--- src/rtl/lsc_pkg.sv ---
package lsc_pkg;
  typedef enum logic [1:0] {
    OP_RSV = 2'd0,
    OP_CS  = 2'd1,
    OP_ST  = 2'd2,
    OP_CLR = 2'd3
  } lsc_op_e;
endpackage

--- src/rtl/lsc_align_chk.sv ---
module lsc_align_chk #(
  parameter int LSB_W    = 4,
  parameter int WORD_LSB = 2
) (
  input  logic [LSB_W-1:0] low_addr,
  input  logic             quad,
  output logic             aligned
);
  always_comb begin
    if (quad) aligned = (low_addr == '0);
    else      aligned = (low_addr[WORD_LSB-1:0] == '0);
  end
endmodule

--- src/rtl/lsc_resv_reg.sv ---
module lsc_resv_reg
  import lsc_pkg::*;
#(
  parameter int TAG_W           = 25,
  parameter bit OWN_STORE_KILLS = 1'b1
) (
  input  logic             clk,
  input  logic             rst_n,
  input  logic             req_valid,
  input  lsc_op_e          req_op,
  input  logic [TAG_W-1:0] req_tag,
  input  logic             aligned,
  input  logic             snoop_valid,
  input  logic [TAG_W-1:0] snoop_tag,
  input  logic             ctx_loss,
  input  logic             replay_mode,
  output logic             cs_pass
);
  logic             valid_q, valid_d;
  logic [TAG_W-1:0] tag_q, tag_d;
  logic             tag_en;
  logic             snoop_kill, ctx_kill, live, tag_hit;
  logic             is_rsv, is_cs, is_st, is_clr;

  always_comb begin
    is_rsv     = req_valid && (req_op == OP_RSV);
    is_cs      = req_valid && (req_op == OP_CS);
    is_st      = req_valid && (req_op == OP_ST);
    is_clr     = req_valid && (req_op == OP_CLR);
    tag_hit    = (req_tag == tag_q);
    snoop_kill = snoop_valid && valid_q && (snoop_tag == tag_q);
    ctx_kill   = ctx_loss && !replay_mode;
    live       = valid_q && !snoop_kill && !ctx_kill;
    cs_pass    = is_cs && aligned && live && tag_hit;
  end

  always_comb begin
    valid_d = live;
    tag_d   = tag_q;
    tag_en  = 1'b0;
    if (is_rsv && aligned) begin
      valid_d = 1'b1;
      tag_d   = req_tag;
      tag_en  = 1'b1;
    end else if (is_cs || is_clr) begin
      valid_d = 1'b0;
    end else if (is_st && OWN_STORE_KILLS && tag_hit) begin
      valid_d = 1'b0;
    end
  end

  always_ff @(posedge clk or negedge rst_n) begin
    if (!rst_n) valid_q <= 1'b0;
    else        valid_q <= valid_d;
  end

  always_ff @(posedge clk) begin
    if (tag_en) tag_q <= tag_d;
  end
endmodule

--- src/rtl/lsc_resp_stage.sv ---
module lsc_resp_stage
  import lsc_pkg::*;
#(
  parameter int ADDR_W = 32,
  parameter int DATA_W = 64,
  parameter int WORD_W = 32
) (
  input  logic                  clk,
  input  logic                  rst_n,
  input  logic                  req_valid,
  input  lsc_op_e               req_op,
  input  logic                  req_quad,
  input  logic [ADDR_W-1:0]     req_addr,
  input  logic                  aligned,
  input  logic                  cs_pass,
  input  logic [DATA_W-1:0]     st_even,
  input  logic [DATA_W-1:0]     st_odd,
  input  logic [2*DATA_W-1:0]   mem_rdata,
  output logic                  resp_valid,
  output logic                  resp_pass,
  output logic                  mem_we,
  output logic [ADDR_W-1:0]     mem_addr,
  output logic [2*DATA_W-1:0]   mem_wdata,
  output logic                  mem_wide,
  output logic [1:0]            rd_we,
  output logic [DATA_W-1:0]     rd_even,
  output logic [DATA_W-1:0]     rd_odd,
  output logic                  exc_req
);
  localparam int WIDE_W = 2 * DATA_W;

  logic                resp_valid_d, resp_pass_d, mem_we_d, exc_d;
  logic [1:0]          rd_we_d;
  logic [DATA_W-1:0]   rd_even_d, rd_odd_d;
  logic [WIDE_W-1:0]   wdata_d;
  logic                is_rsv, is_cs, is_st;

  always_comb begin
    is_rsv       = req_valid && (req_op == OP_RSV);
    is_cs        = req_valid && (req_op == OP_CS);
    is_st        = req_valid && (req_op == OP_ST);
    resp_valid_d = is_cs;
    resp_pass_d  = cs_pass;
    mem_we_d     = cs_pass || is_st;
    exc_d        = (is_rsv || is_cs) && !aligned;
    rd_we_d      = 2'b00;
    if (is_rsv && aligned) rd_we_d = req_quad ? 2'b11 : 2'b01;
    if (req_quad) begin
      rd_even_d = mem_rdata[WIDE_W-1:DATA_W];
      wdata_d   = {st_even, st_odd};
    end else begin
      rd_even_d = {{(DATA_W-WORD_W){1'b0}}, mem_rdata[WORD_W-1:0]};
      wdata_d   = {{(WIDE_W-WORD_W){1'b0}}, st_even[WORD_W-1:0]};
    end
    rd_odd_d = mem_rdata[DATA_W-1:0];
  end

  always_ff @(posedge clk or negedge rst_n) begin
    if (!rst_n) begin
      resp_valid <= 1'b0;
      resp_pass  <= 1'b0;
      mem_we     <= 1'b0;
      exc_req    <= 1'b0;
      rd_we      <= 2'b00;
    end else begin
      resp_valid <= resp_valid_d;
      resp_pass  <= resp_pass_d;
      mem_we     <= mem_we_d;
      exc_req    <= exc_d;
      rd_we      <= rd_we_d;
    end
  end

  always_ff @(posedge clk) begin
    if (mem_we_d) begin
      mem_addr  <= req_addr;
      mem_wdata <= wdata_d;
      mem_wide  <= req_quad;
    end
    if (rd_we_d[0]) rd_even <= rd_even_d;
    if (rd_we_d[1]) rd_odd  <= rd_odd_d;
  end
endmodule

--- src/rtl/lsc_resv_monitor.sv ---
module lsc_resv_monitor
  import lsc_pkg::*;
#(
  parameter int          ADDR_W          = 32,
  parameter int          GRAN_LSB        = 7,
  parameter int          DATA_W          = 64,
  parameter bit          OWN_STORE_KILLS = 1'b1,
  parameter logic [11:0] EXC_VEC         = 12'h600
) (
  input  logic                  clk,
  input  logic                  rst_n,
  input  logic                  req_valid,
  input  logic [1:0]            req_op,
  input  logic [ADDR_W-1:0]     req_addr,
  input  logic                  req_quad,
  input  logic [DATA_W-1:0]     st_even,
  input  logic [DATA_W-1:0]     st_odd,
  input  logic [2*DATA_W-1:0]   mem_rdata,
  input  logic                  snoop_valid,
  input  logic [ADDR_W-1:0]     snoop_addr,
  input  logic                  ctx_loss,
  input  logic                  replay_mode,
  output logic                  resp_valid,
  output logic                  resp_pass,
  output logic                  mem_we,
  output logic [ADDR_W-1:0]     mem_addr,
  output logic [2*DATA_W-1:0]   mem_wdata,
  output logic                  mem_wide,
  output logic [1:0]            rd_we,
  output logic [DATA_W-1:0]     rd_even,
  output logic [DATA_W-1:0]     rd_odd,
  output logic                  exc_req,
  output logic [11:0]           exc_vector
);
  localparam int TAG_W    = ADDR_W - GRAN_LSB;
  localparam int QUAD_LSB = $clog2(2 * DATA_W / 8);
  localparam int WORD_LSB = 2;

  logic [1:0] rst_sync_q;
  logic       rst_int_n;
  logic       aligned, cs_pass;
  lsc_op_e    op;
  logic       unused_snoop_low;

  always_ff @(posedge clk or negedge rst_n) begin
    if (!rst_n) rst_sync_q <= 2'b00;
    else        rst_sync_q <= {rst_sync_q[0], 1'b1};
  end
  assign rst_int_n        = rst_sync_q[1];
  assign op               = lsc_op_e'(req_op);
  assign exc_vector       = EXC_VEC;
  assign unused_snoop_low = ^snoop_addr[GRAN_LSB-1:0];

  lsc_align_chk #(.LSB_W(QUAD_LSB), .WORD_LSB(WORD_LSB)) i_align (
    .low_addr (req_addr[QUAD_LSB-1:0]),
    .quad     (req_quad),
    .aligned  (aligned)
  );

  lsc_resv_reg #(.TAG_W(TAG_W), .OWN_STORE_KILLS(OWN_STORE_KILLS)) i_resv (
    .clk         (clk),
    .rst_n       (rst_int_n),
    .req_valid   (req_valid),
    .req_op      (op),
    .req_tag     (req_addr[ADDR_W-1:GRAN_LSB]),
    .aligned     (aligned),
    .snoop_valid (snoop_valid),
    .snoop_tag   (snoop_addr[ADDR_W-1:GRAN_LSB]),
    .ctx_loss    (ctx_loss),
    .replay_mode (replay_mode),
    .cs_pass     (cs_pass)
  );

  lsc_resp_stage #(.ADDR_W(ADDR_W), .DATA_W(DATA_W), .WORD_W(32)) i_resp (
    .clk        (clk),
    .rst_n      (rst_int_n),
    .req_valid  (req_valid),
    .req_op     (op),
    .req_quad   (req_quad),
    .req_addr   (req_addr),
    .aligned    (aligned),
    .cs_pass    (cs_pass),
    .st_even    (st_even),
    .st_odd     (st_odd),
    .mem_rdata  (mem_rdata),
    .resp_valid (resp_valid),
    .resp_pass  (resp_pass),
    .mem_we     (mem_we),
    .mem_addr   (mem_addr),
    .mem_wdata  (mem_wdata),
    .mem_wide   (mem_wide),
    .rd_we      (rd_we),
    .rd_even    (rd_even),
    .rd_odd     (rd_odd),
    .exc_req    (exc_req)
  );
endmodule

--- config.mk ---
export PLATFORM = sky130hd
export DESIGN_NAME = lsc_resv_monitor
export DESIGN_NICKNAME = d
export VERILOG_FILES = /design/src/rtl/lsc_pkg.sv /design/src/rtl/lsc_align_chk.sv /design/src/rtl/lsc_resv_reg.sv /design/src/rtl/lsc_resp_stage.sv /design/src/rtl/lsc_resv_monitor.sv
export SDC_FILE = /design/constraint.sdc
export NUM_CORES = 1
export LEC_CHECK = 0
export ABC_AREA = 1
export BUFFER_PORTS_ARGS = -buffer_cell sky130_fd_sc_hd__buf_2
export CORE_AREA = 2 2 249 251
export CTS_CLUSTER_DIAMETER = 120
export DETAILED_ROUTE_END_ITERATION = 7
export DIE_AREA = 0 0 251 253
export SKIP_LAST_GASP = 1
export SLEW_MARGIN = 20
export SYNTH_ARGS = -nofsm -noshare
export SYNTH_HDL_FRONTEND = slang
export SYNTH_HIERARCHICAL = 1
export SYNTH_SLANG_ARGS = --single-unit
--- constraint.sdc ---
create_clock -name clk -period 0.8 [get_ports clk]
set_input_delay 0.04 -clock clk [delete_from_list [all_inputs] [get_ports clk]]
set_output_delay 0.04 -clock clk [all_outputs]
set_load 0.05 [all_outputs]
==> impl_results.md, run 1 <==
* Routed len/inst at 17.2 um
* Crit-path cells: xnor2_1 > nand2_1 > nor2_1 > nand2_1 > nor2_2 > nand3_2 > nor3_4 > o21bai_4 > buf_4 > buf_8 > clkbuf_16
* Crit Path Category: register to register
* Worst r2r dst: i_resp/mem_wdata[88]$_SDFFCE_PN0P_
* Syn_area_per_cell at 12.4 sq um
* Max_cap viols at 0
* Setup slack, reg-to-reg at -1.49 ns
* Slew headroom at 43.8%
* Final Slew Violations at 0
* DRT Wirelength at 49900 um
* Total I/O pin count at 636
* Cell Area, Placed at 0.0174 sq mm
* Async S/R FF share, synth at 2.79%
* Cells after Synth at 1020
* Vias per Instance at 3.99
* Most frequent cell after synthesis: nand2_1
* Input/output buffers at 616
* Primary FF master, synth: edfxtp_1
* CTS tree: built
* TritonRoute pass-1 iters at 6
* Clk network pwr share at 39.2%
* Root buf cell: clkbuf_16
* CP most frequent cell: nand2_1
* Nets at 2412
* Worst-path cell with the longest stage delay: edfxtp_1
* Hold Crit Class: input port to register
* Min cycle time layout at 2.29 ns
* Reg-to-reg startpoint: i_resv/tag_q[13]$_DFFE_PP_
* Antenna violations before repair at 6
* Starting Density at 20.7%
* Finished Cell Area at 0.0246 sq mm
* Req. time, crit path at 1.05 ns
* Final setup violating endpoints at 614
* Post-synth top cells: nand2_1 (393), edfxtp_1 (314), inv_1 (174)
* RSZ-0062 raised after global routing: yes
* GRT Overall Usage at 14.1%
* Crit. End Element: register
* Drt initial violations at 625
* CTS buffer count at 37
* Max stage delay on crit path at 0.43 ns
* Endpoints failing hold at 0
* Int Power at 0.0326 W
* Vias in the first global route at 12400
* Largest cells by area after synthesis: edfxtp_1 (75%), nand2_1 (12%), inv_1 (5.2%)
* Die Area at 0.0635 sq mm
* Antenna viol nets, final at 0
* Die width at 251 um
* Share of cells above drive strength 1 at 40.1%
* H-tree depth at 2
* Worst Hold Path EP: i_resv/valid_q$_DFF_PN0_
* Die Y at 253 um
* Via count at 11600
* Worst setup SP type: register
* Sequential share of the synthesized area at 76.4%
* TNS Setup at -383.44 ns
* Final core occ at 40.3%
* WHS Path Cells at 7
* Reg power frac at 44.7%
* Skew final at 0.0177 ns
* Area growth syn-to-layout at 94.4%
* Synth area leader: edfxtp_1
* Register-to-Register Path Depth at 11
* Routability cong. at 0.895
* Switch Pwr at 0.0109 W
* Clk_lat worst skew at 0.54 ns
* First-pass GRT wire length at 68700 um
* Dpl hpwl at 30700 um
* FMAX at 436 MHz
* Post-synth EDFFs at 314
* Worst Path Max Fanout at 8
* Netlist cell types at 23
* Worst-Margin Slew at 0.834 ns
* Worst vdd ir at 1.33 mV
* Row count at 91
* Worst setup margin at -1.49 ns
* # DRC at 0
* Final period util at 287%
* Arrival time worst endpoint at 2.55 ns
* Core ar. at 0.0610 sq mm
* Synthesized flop and latch total at 323
* Netlist Area Pre-Place at 0.0126 sq mm
* Clk slew on worst S/H paths at 0.07 ns
* Worst min-delay path startpoint: req_valid
* Status: finished with violations
* Max Root-Sink Buffers at 3
* Num Clock Sinks at 323
* Pwr/cell area at 1770 mW/mm^2
* Combinational cell fraction of total power at 16.1%
* Failing checks: setup timing
* Synth warn at 6
* Largest net degree at the start of global routing at 103
* LEAKAGE at 11.2 nW
* Share of the synthesized area in the top cell type at 74.6%
* GRT Residual Overflow at 0
* Switch share at 25.1%
## per-stage QoR
step | worst slack (ns) | total power [W] | hold WS [ns] | instances
after floorplan | -2.19 | 0.0225 | -0.256 | 1031
after global placement | -1.43 | 0.0244 | -0.174 | 2494
after detailed placement | -1.46 | 0.0245 | -0.168 | 2494
after CTS | -1.44 | 0.0435 | -0.309 | 2885
after global routing | -1.60 | 0.0449 | 0.0474 | 2901
final | -1.49 | 0.0435 | 0.0492 | 2903
## per-layer routing
metal / GRT usage, % / vias to the layer above / wire [um]
met4: 6.80 / 6 / 2260
met2: 25.8 / 593 / 25900
li1: - / 5359 / -
met1: 14.8 / 5483 / 18000
met5: 0 / - / 49
met3: 4.15 / 143 / 3770
## final cells by class
class                   count  area (sq um)
flip-flops and latches    323          9650
repair buffers           1053          9860
fillers                  5428         36500
diodes                      3          7.51
clock buffers              56          1110
inverters                 178           684
clock inverters            10           106
well taps                 790           988
multi-input cells         490          2150
## state kept, by name, indices dropped and copies added, names as in the netlist
name               cells
i_resv/valid_q         1
i_resv/tag_q          25
i_resp/mem_wide        1
i_resp/rd_odd         64
rst_sync_q             2
i_resp/mem_we          1
i_resp/mem_wdata     128
i_resp/exc_req         1
i_resp/rd_even        64
i_resp/rd_we           2
i_resp/resp_valid      1
i_resp/mem_addr       32
i_resp/resp_pass       1
## power groups by stage
stage               registers [W]  logic, W  clock network [W]
global placement           0.0197   0.00477                  0
global route               0.0195   0.00737             0.0180
detailed placement         0.0197   0.00482                  0
finish                     0.0195   0.00699             0.0171
floorplan                  0.0213   0.00119                  0
CTS                        0.0194   0.00664             0.0174
## worst max path at each step
stage / start / endpoint / slack, ns / cells after the start
after floorplan: req_op[0] / i_resp/mem_addr[0]$_DFFE_PP_ / -2.19 / 3
after global placement: i_resv/tag_q[13]$_DFFE_PP_ / i_resp/mem_wdata[107]$_SDFFCE_PN0P_ / -1.43 / 10
after detailed placement: i_resv/tag_q[2]$_DFFE_PP_ / i_resp/mem_wdata[54]$_SDFFCE_PN0P_ / -1.46 / 8
after CTS: i_resv/tag_q[0]$_DFFE_PP_ / i_resp/mem_wdata[59]$_SDFFCE_PN0P_ / -1.44 / 10
after global routing: i_resv/tag_q[13]$_DFFE_PP_ / i_resp/mem_wdata[88]$_SDFFCE_PN0P_ / -1.60 / 11
final: i_resv/tag_q[13]$_DFFE_PP_ / i_resp/mem_wdata[88]$_SDFFCE_PN0P_ / -1.49 / 11
## placed cells by master (no fill, tap or decap), types with 2 or more instances in the layout
master and n:
dfrtp_1 9, nor2_4 4, nand2_1 388, buf_2 318, buf_12 17, inv_2 7
inv_1 169, xnor2_2 2, o21ai_0 3, buf_4 58, buf_8 29, dlygate4sd3_1 294
nor2_2 6, clkbuf_8 7, bufinv_16 2, xor2_1 7, clkbuf_1 10, o21ai_1 4
conb_1 13, nand2_4 2, nand2_2 3, nor2_1 24, clkinv_2 3, nand3_2 3
buf_6 315, buf_16 8, nand3_1 3, clkinv_1 2, clkinvlp_4 3, diode_2 3
edfxtp_1 314, clkbuf_16 53, xnor2_1 18
## critical path, delay by kind of cell, from the launching register on
kind / cells / cell delay [ns]
compound gates: 1 / 0.23
xor+xnor: 1 / 0.16
buf+inv: 3 / 0.48
flops: 1 / 0.43
simple gates: 6 / 0.70
## cell families after synthesis
kind of cell / count (synthesis) / share of synthesized area, %
compound gates: 11 / 0.495
xor+xnor: 27 / 1.87
buf+inv: 218 / 7.99
flops: 323 / 76.4
other cells: 2 / 0.0594
simple gates: 439 / 13.2
## repair_timing
action / in CTS / in global routing
hold buffers: 292 / 4
cloned: 7 / 15
pin swaps: 9 / 12
endpoints found under the setup margin: 692 / 748
gates resized for setup: 624 / 81
buffers inserted: 27 / 15
hold endpoints to repair: 318 / 6
Power figures use the tool's default switching activity.
==> run 2, diff against run 1 <==
CTS_CLUSTER_SIZE = 8   (was not set)
RECOVER_POWER = 50   (was not set)
==> impl_results.md, run 2 (same netlist as run 1, synthesis figures left out) <==
* Vias per Instance at 4.00 (was 3.99)
* Slew headroom at 48.5% (was 43.8%)
* Die Area at 0.0635 sq mm (unchanged)
* Crit-path cells: xnor2_2 > nand4_1 > nor2_2 > nand3_2 > nor3_4 > o21bai_4 > buf_12 > buf_12 (was xnor2_1 > nand2_1 > nor2_1 > nand2_1 > nor2_2 > nand3_2 > nor3_4 > o21bai_4 > buf_4 > buf_8 > clkbuf_16)
* Crit Path Category: register to register (unchanged)
* Cell family with most CP delay: simple AND/OR/NAND/NOR gates (unchanged)
* Starting Density at 20.7% (unchanged)
* Max_cap viols at 0 (unchanged)
* Skew final at 0.0244 ns (was 0.0177 ns)
* Antenna viol nets, final at 0 (unchanged)
* Worst vdd ir at 1.54 mV (was 1.33 mV)
* Worst-path cell with the longest stage delay: edfxtp_1 (unchanged)
* GRT Residual Overflow at 0 (unchanged)
* Switch share at 25.1% (about the same)
* Largest net degree at the start of global routing at 103 (unchanged)
* RSZ-0062 raised after global routing: yes (unchanged)
* Nets at 2426 (was 2412)
* Routability cong. at 0.895 (unchanged)
* Commonest non-fill, non-tap cells in the layout: nand2_1 (388), buf_6 (315), edfxtp_1 (314) (was nand2_1 (388), buf_2 (318), buf_6 (315))
* Core ar. at 0.0610 sq mm (unchanged)
* Endpoints failing hold at 0 (unchanged)
* Min cycle time layout at 2.25 ns (was 2.29 ns)
* WHS at 0.0109 ns (was 0.0492 ns)
* Antenna violations before repair at 4 (was 6)
* Status: finished with violations (unchanged)
* Worst r2r dst: i_resp/mem_wdata[0]$_DFFE_PP_ (was i_resp/mem_wdata[88]$_SDFFCE_PN0P_)
* Fillers at 5494 (was 5428)
* CTS buffer count at 46 (was 37)
* Clk slew on worst S/H paths at 0.05 ns (was 0.07 ns)
* CP most frequent cell: buf_12 (was nand2_1)
* # DRC at 0 (unchanged)
* Max FFs per register at 128 (unchanged)
* H-tree depth at 2 (unchanged)
* Register-to-Register Path Depth at 8 (was 11)
* Worst setup SP type: register (unchanged)
* Max Root-Sink Buffers at 3 (unchanged)
* Clk network pwr share at 40.6% (was 39.2%)
* Crit path from: i_resv/tag_q[4]$_DFFE_PP_ (was i_resv/tag_q[13]$_DFFE_PP_)
* Most common cell after layout, fill and taps aside: nand2_1 (unchanged)
* FMAX at 444 MHz (was 436 MHz)
* Hold Crit Class: input port to register (unchanged)
* GRT Overall Usage at 14.4% (was 14.1%)
* Worst-Margin Slew at 0.773 ns (was 0.834 ns)
* Vias in the first global route at 12500 (was 12400)
* Row count at 91 (unchanged)
* DRT Wirelength at 50100 um (was 49900 um)
* Pwr Total at 0.0443 W (was 0.0435 W)
* First-pass GRT wire length at 69800 um (was 68700 um)
* Int Power at 0.0332 W (was 0.0326 W)
* TNS Setup at -387.27 ns (was -383.44 ns)
* Dpl hpwl at 30700 um (unchanged)
* Final period util at 281% (was 287%)
* Arrival time worst endpoint at 2.50 ns (was 2.55 ns)
* Most flop-heavy register: i_resp/mem_wdata (unchanged)
* Root buf cell: clkbuf_16 (unchanged)
* Finished Cell Area at 0.0244 sq mm (was 0.0246 sq mm)
* Pwr/cell area at 1820 mW/mm^2 (was 1770 mW/mm^2)
* Total I/O pin count at 636 (unchanged)
* Reg-to-reg startpoint: i_resv/tag_q[4]$_DFFE_PP_ (was i_resv/tag_q[13]$_DFFE_PP_)
* Worst Hold Path EP: i_resp/exc_req$_DFF_PN0_ (was i_resv/valid_q$_DFF_PN0_)
* Crit. End Element: register (unchanged)
* Final Slew Violations at 0 (unchanged)
* Worst Path Max Fanout at 22 (was 8)
* TritonRoute pass-1 iters at 6 (unchanged)
* Req. time, crit path at 1.05 ns (about the same)
* Area growth syn-to-layout at 92.9% (was 94.4%)
* Share of cells above drive strength 1 at 37.3% (was 40.1%)
* Top flop regs: i_resp/mem_wdata: 128 flops, i_resp/rd_even: 64 flops, i_resp/rd_odd: 64 flops (unchanged)
* Routed len/inst at 17.2 um (about the same)
* Setup slack, reg-to-reg at -1.45 ns (was -1.49 ns)
* Worst min-delay path startpoint: req_quad (was req_valid)
* Max stage delay on crit path at 0.47 ns (was 0.43 ns)
* Combinational cell fraction of total power at 15.4% (was 16.1%)
* Failing checks: setup timing (unchanged)
* Die width at 251 um (unchanged)
* Drt initial violations at 649 (was 625)
* Final setup violating endpoints at 618 (was 614)
* Worst setup margin at -1.45 ns (was -1.49 ns)
* Reg power frac at 43.9% (was 44.7%)
* CTS tree: built (unchanged)
* Switch Pwr at 0.0111 W (was 0.0109 W)
* Cell Area, Placed at 0.0174 sq mm (unchanged)
* Num Clock Sinks at 323 (unchanged)
* Input/output buffers at 616 (unchanged)
* Die Y at 253 um (unchanged)
* WHS Path Cells at 6 (was 7)
* Clk_lat worst skew at 0.56 ns (was 0.54 ns)
* LEAKAGE at 11.0 nW (was 11.2 nW)
* Via count at 11600 (about the same)
* CP Buf/Inv Count at 2 (was 3)
-- run 2: changes by cell type in the layout (fill, tap and decap cells not counted), moves of 3 or more --
cell / before / now
clkinv_2: 3 / 0
clkbuf_4: 0 / 6
buf_12: 17 / 20
clkbuf_8: 7 / 0
clkbuf_1: 10 / 70
buf_8: 29 / 20
buf_4: 58 / 68
buf_2: 318 / 271
-- run 2: cell type report --
type                       count  area (sq um)  share of cell area (%)
timing repair buffer        1058          9620                    39.4
multi-input combinational    490          2130                    8.73
clock inverter                 1          7.51                  0.0308
sequential                   323          9650                    39.6
tap                          790           988                    4.05
clock buffer                  67          1290                    5.31
antenna                        3          7.51                  0.0308
inverter                     178           684                    2.81
-- run 2: power groups by stage --
stage	registers, W	clock network, W	logic (W)
global placement	0.0197	0	0.00477
CTS	0.0195	0.0185	0.00663
finish	0.0195	0.0180	0.00684
global route	0.0195	0.0191	0.00721
detailed placement	0.0197	0	0.00482
floorplan	0.0213	0	0.00119
-- run 2: per-layer routing --
metal	up-vias	track usage, %	share of wire, %
met5	-	0	0
met4	0	6.77	4.4
met3	135	4.16	8.0
met2	576	26.3	52
met1	5540	15.2	36
li1	5380	-	-
-- run 2: how the worst max path moves through the flow --
stage	slack, ns	cells after the start	end
detailed placement	-1.46	8	i_resp/mem_wdata[54]$_SDFFCE_PN0P_
CTS	-1.40	8	i_resp/mem_wdata[0]$_DFFE_PP_
finish	-1.45	8	i_resp/mem_wdata[0]$_DFFE_PP_
global placement	-1.43	10	i_resp/mem_wdata[107]$_SDFFCE_PN0P_
floorplan	-2.19	3	i_resp/mem_addr[0]$_DFFE_PP_
global route	-1.57	10	i_resp/mem_wdata[0]$_DFFE_PP_
-- run 2: repair_timing --
item	CTS	global route
endpoints found under the setup margin	676	747
setup buffers	31	15
gates cloned	7	6
hold endpoints to repair	319	2
resized for setup	618	66
pin swaps	6	6
hold buffers	294	2
-- run 2: metrics by stage --
| step | instances | util [%] | worst slack, ns |
|---|---|---|---|
| finish | 2910 | 39.9 | -1.45 |
| global route | 2907 | 39.9 | -1.57 |
| CTS | 2893 | 39.4 | -1.40 |
| detailed placement | 2494 | 28.5 | -1.46 |
| global placement | 2494 | 28.5 | -1.43 |
| floorplan | 1031 | - | -2.19 |
-- run 2: worst min-delay path, stage by stage --
cell and delay [ns]:
buf_6 0.10, inv_1 0.04, nor2_1 0.04, nor2_2 0.12
buf_4 0.14, nor2_1 0.04
==> run 3, diff against run 2 <==
PLACE_DENSITY = 0.45   (was not set)
clock period = 2.75 ns   (was 0.8 ns; I/O delays follow)
==> impl_results.md, run 3 (same netlist as run 1, synthesis figures left out) <==
* Worst-Margin Slew at 0.940 ns (was 0.773 ns)
* Dpl hpwl at 31200 um (was 30700 um)
* Most flop-heavy register: i_resp/mem_wdata (unchanged)
* CTS buffer count at 46 (unchanged)
* Area growth syn-to-layout at 64.1% (was 92.9%)
* Slew headroom at 37.4% (was 48.5%)
* Register-to-Register Path Depth at 10 (was 8)
* Levels on crit path at 12 (was 8)
* Most common cell after layout, fill and taps aside: nand2_1 (unchanged)
* Routability cong. at 0.815 (was 0.895)
* Antenna violations before repair at 7 (was 4)
* Worst Path Max Fanout at 21 (was 22)
* Clk_lat worst skew at 0.55 ns (was 0.56 ns)
* Final period util at 89.2%
* DRT Wirelength at 44000 um (was 50100 um)
* Input/output buffers at 616 (unchanged)
* Combinational cell fraction of total power at 13.3% (was 15.4%)
* Crit Path Category: input port to register (was register to register)
* WHS Path Cells at 6 (unchanged)
* FMAX at 408 MHz
* GRT Overall Usage at 13.1% (was 14.4%)
* GRT Residual Overflow at 0 (unchanged)
* Reg power frac at 45.5% (was 43.9%)
* Max stage delay on crit path at 0.55 ns (was 0.47 ns)
* Root buf cell: clkbuf_16 (unchanged)
* TNS Setup at 0 ns (was -387.27 ns)
* Final setup violating endpoints at 0 (was 618)
* Finished Cell Area at 0.0207 sq mm (was 0.0244 sq mm)
* Worst vdd ir at 0.495 mV (was 1.54 mV)
* LEAKAGE at 8.88 nW (was 11.0 nW)
* Worst-path cell with the longest stage delay: dlygate4sd3_1 (was edfxtp_1)
* Vias in the first global route at 11300 (was 12500)
* Row count at 91 (unchanged)
* Final Slew Violations at 0 (unchanged)
* Max Root-Sink Buffers at 3 (unchanged)
* TritonRoute pass-1 iters at 5 (was 6)
* Final core occ at 34.0% (was 39.9%)
* CP Buf/Inv Count at 6 (was 2)
* H-tree depth at 2 (unchanged)
* RSZ-0062 raised after global routing: no (was yes)
* # DRC at 0 (unchanged)
* Via count at 10600 (was 11600)
* Vias per Instance at 3.79 (was 4.00)
* First-pass GRT wire length at 63900 um (was 69800 um)
* Num Clock Sinks at 323 (unchanged)
* Drt initial violations at 454 (was 649)
* Nets at 2324 (was 2426)
* Share of cells above drive strength 1 at 17.8% (was 37.3%)
* Endpoints failing hold at 0 (unchanged)
* Die Y at 253 um (unchanged)
* Die width at 251 um (unchanged)
* Starting Density at 20.7% (unchanged)
* Commonest non-fill, non-tap cells in the layout: nand2_1 (392), clkbuf_1 (362), dlygate4sd3_1 (315) (was nand2_1 (388), buf_6 (315), edfxtp_1 (314))
* Largest net degree at the start of global routing at 190 (was 103)
* Total I/O pin count at 636 (unchanged)
* Routed len/inst at 15.7 um (was 17.2 um)
* Antenna viol nets, final at 0 (unchanged)
* Cell Area, Placed at 0.0168 sq mm (was 0.0174 sq mm)
* Clk network pwr share at 41.2% (was 40.6%)
* Top flop regs: i_resp/mem_wdata: 128 flops, i_resp/rd_even: 64 flops, i_resp/rd_odd: 64 flops (unchanged)
* Int Power at 0.00924 W (was 0.0332 W)
* Switch Pwr at 0.00314 W (was 0.0111 W)
* Switch share at 25.4% (was 25.1%)
* Worst setup SP type: input port (was register)
* Post-CTS resize count at 0 (was 618)
* Max FFs per register at 128 (unchanged)
* Arrival time worst endpoint at 2.67 ns (was 2.50 ns)
* CP most frequent cell: nor2_1 (was buf_12)
* Hold Crit Class: input port to register (unchanged)
* Min cycle time layout at 2.45 ns
* Crit-path cells: dlygate4sd3_1 > clkbuf_1 > inv_1 > nor2_1 > nor2_1 > inv_1 > nor2_1 > nand3_1 > nor3_1 > o21bai_4 > buf_12 > buf_4 (was xnor2_2 > nand4_1 > nor2_2 > nand3_2 > nor3_4 > o21bai_4 > buf_12 > buf_12)
* Skew final at 0.0170 ns (was 0.0244 ns)
* Core ar. at 0.0610 sq mm (unchanged)
* Die Area at 0.0635 sq mm (unchanged)
* Pwr/cell area at 597 mW/mm^2 (was 1820 mW/mm^2)
* Max_cap viols at 0 (unchanged)
* Crit. End Element: register (unchanged)
* CTS tree: built (unchanged)
* Clk slew on worst S/H paths at 0.05 ns (about the same)
* Status: finished, final reports clean (was finished with violations)
* Req. time, crit path at 2.96 ns (was 1.05 ns)
* Pwr Total at 0.0124 W (was 0.0443 W)
* Cell family with most CP delay: buffers and inverters (was simple AND/OR/NAND/NOR gates)
==> run 3: changes by cell type in the layout (fill, tap and decap cells not counted), sizes merged <==
| cell | before | now |
|---|---|---|
| buf | 701 | 297 |
| clkbuf | 130 | 408 |
| clkinv | 0 | 2 |
| clkinvlp | 2 | 1 |
| diode | 3 | 2 |
| dlygate4sd3 | 294 | 315 |
| inv | 177 | 179 |
==> run 3: final cells by class <==
type	count	area [sq um]
clock buffer	64	1220
sequential	323	9650
antenna	2	5.00
inverter	178	682
fill	6326	40300
multi-input combinational	490	2060
timing repair buffer	956	6090
clock inverter	4	41.3
tap	790	988
==> run 3: power groups by stage <==
stage                     logic, W  clock network [W]  registers, W
after global placement     0.00132                  0       0.00572
after global routing       0.00177            0.00546       0.00564
after floorplan           0.000344                  0       0.00621
final                      0.00165            0.00510       0.00563
after CTS                  0.00171            0.00530       0.00563
after detailed placement   0.00133                  0       0.00572
==> run 3: per-layer routing <==
layer / track usage (%) / up-vias / part of all wire (%)
li1: - / 5155 / -
met1: 14.0 / 4980 / 37
met2: 24.4 / 413 / 52
met3: 4.38 / 84 / 7.7
met4: 4.20 / 8 / 2.7
met5: 0 / - / 0.12
==> run 3: worst register-to-register path: cells and delay by family, from the launching register on <==
kind | cells | cell delay (ns)
buffers and inverters | 2 | 0.52
AOI/OAI and AO/OA | 1 | 0.20
xor gates and xnor gates | 1 | 0.18
and+or+nand+nor | 6 | 0.77
DFF | 1 | 0.41
==> run 3: what timing repair did <==
| item | in CTS | in global routing |
|---|---|---|
| hold buffers | 315 | 0 |
| endpoints found under the hold margin | 318 | 0 |
| setup buffers | 0 | 0 |
==> run 3: per-stage QoR <==
stage,hold WS [ns],instances,setup WS [ns]
2_1_floorplan,-0.158,1031,-0.342
3_3_place_gp,-0.0764,2422,0.268
3_5_place_dp,-0.0772,2422,0.221
4_1_cts,0.0514,2805,0.218
5_1_grt,0.122,2806,0.0759
6_report,0.0966,2807,0.297
==> run 3: final timing paths <==
| check | start | endpoint | slack, ns |
|---|---|---|---|
| min in group asynchronous | rst_sync_q[1]$_DFF_PN0_ | i_resp/exc_req$_DFF_PN0_ | 0.15 |
| min | req_op[1] | i_resv/valid_q$_DFF_PN0_ | 0.1 |
| min reg2reg | rst_sync_q[1]$_DFF_PN0_ | i_resp/exc_req$_DFF_PN0_ | 0.15 |
| max reg2reg | i_resv/tag_q[14]$_DFFE_PP_ | i_resp/mem_wdata[13]$_DFFE_PP_ | 0.32 |
| max | req_quad | i_resp/mem_wdata[13]$_DFFE_PP_ | 0.30 |
| max in group asynchronous | rst_n | rst_sync_q[1]$_DFF_PN0_ | 2.15 |
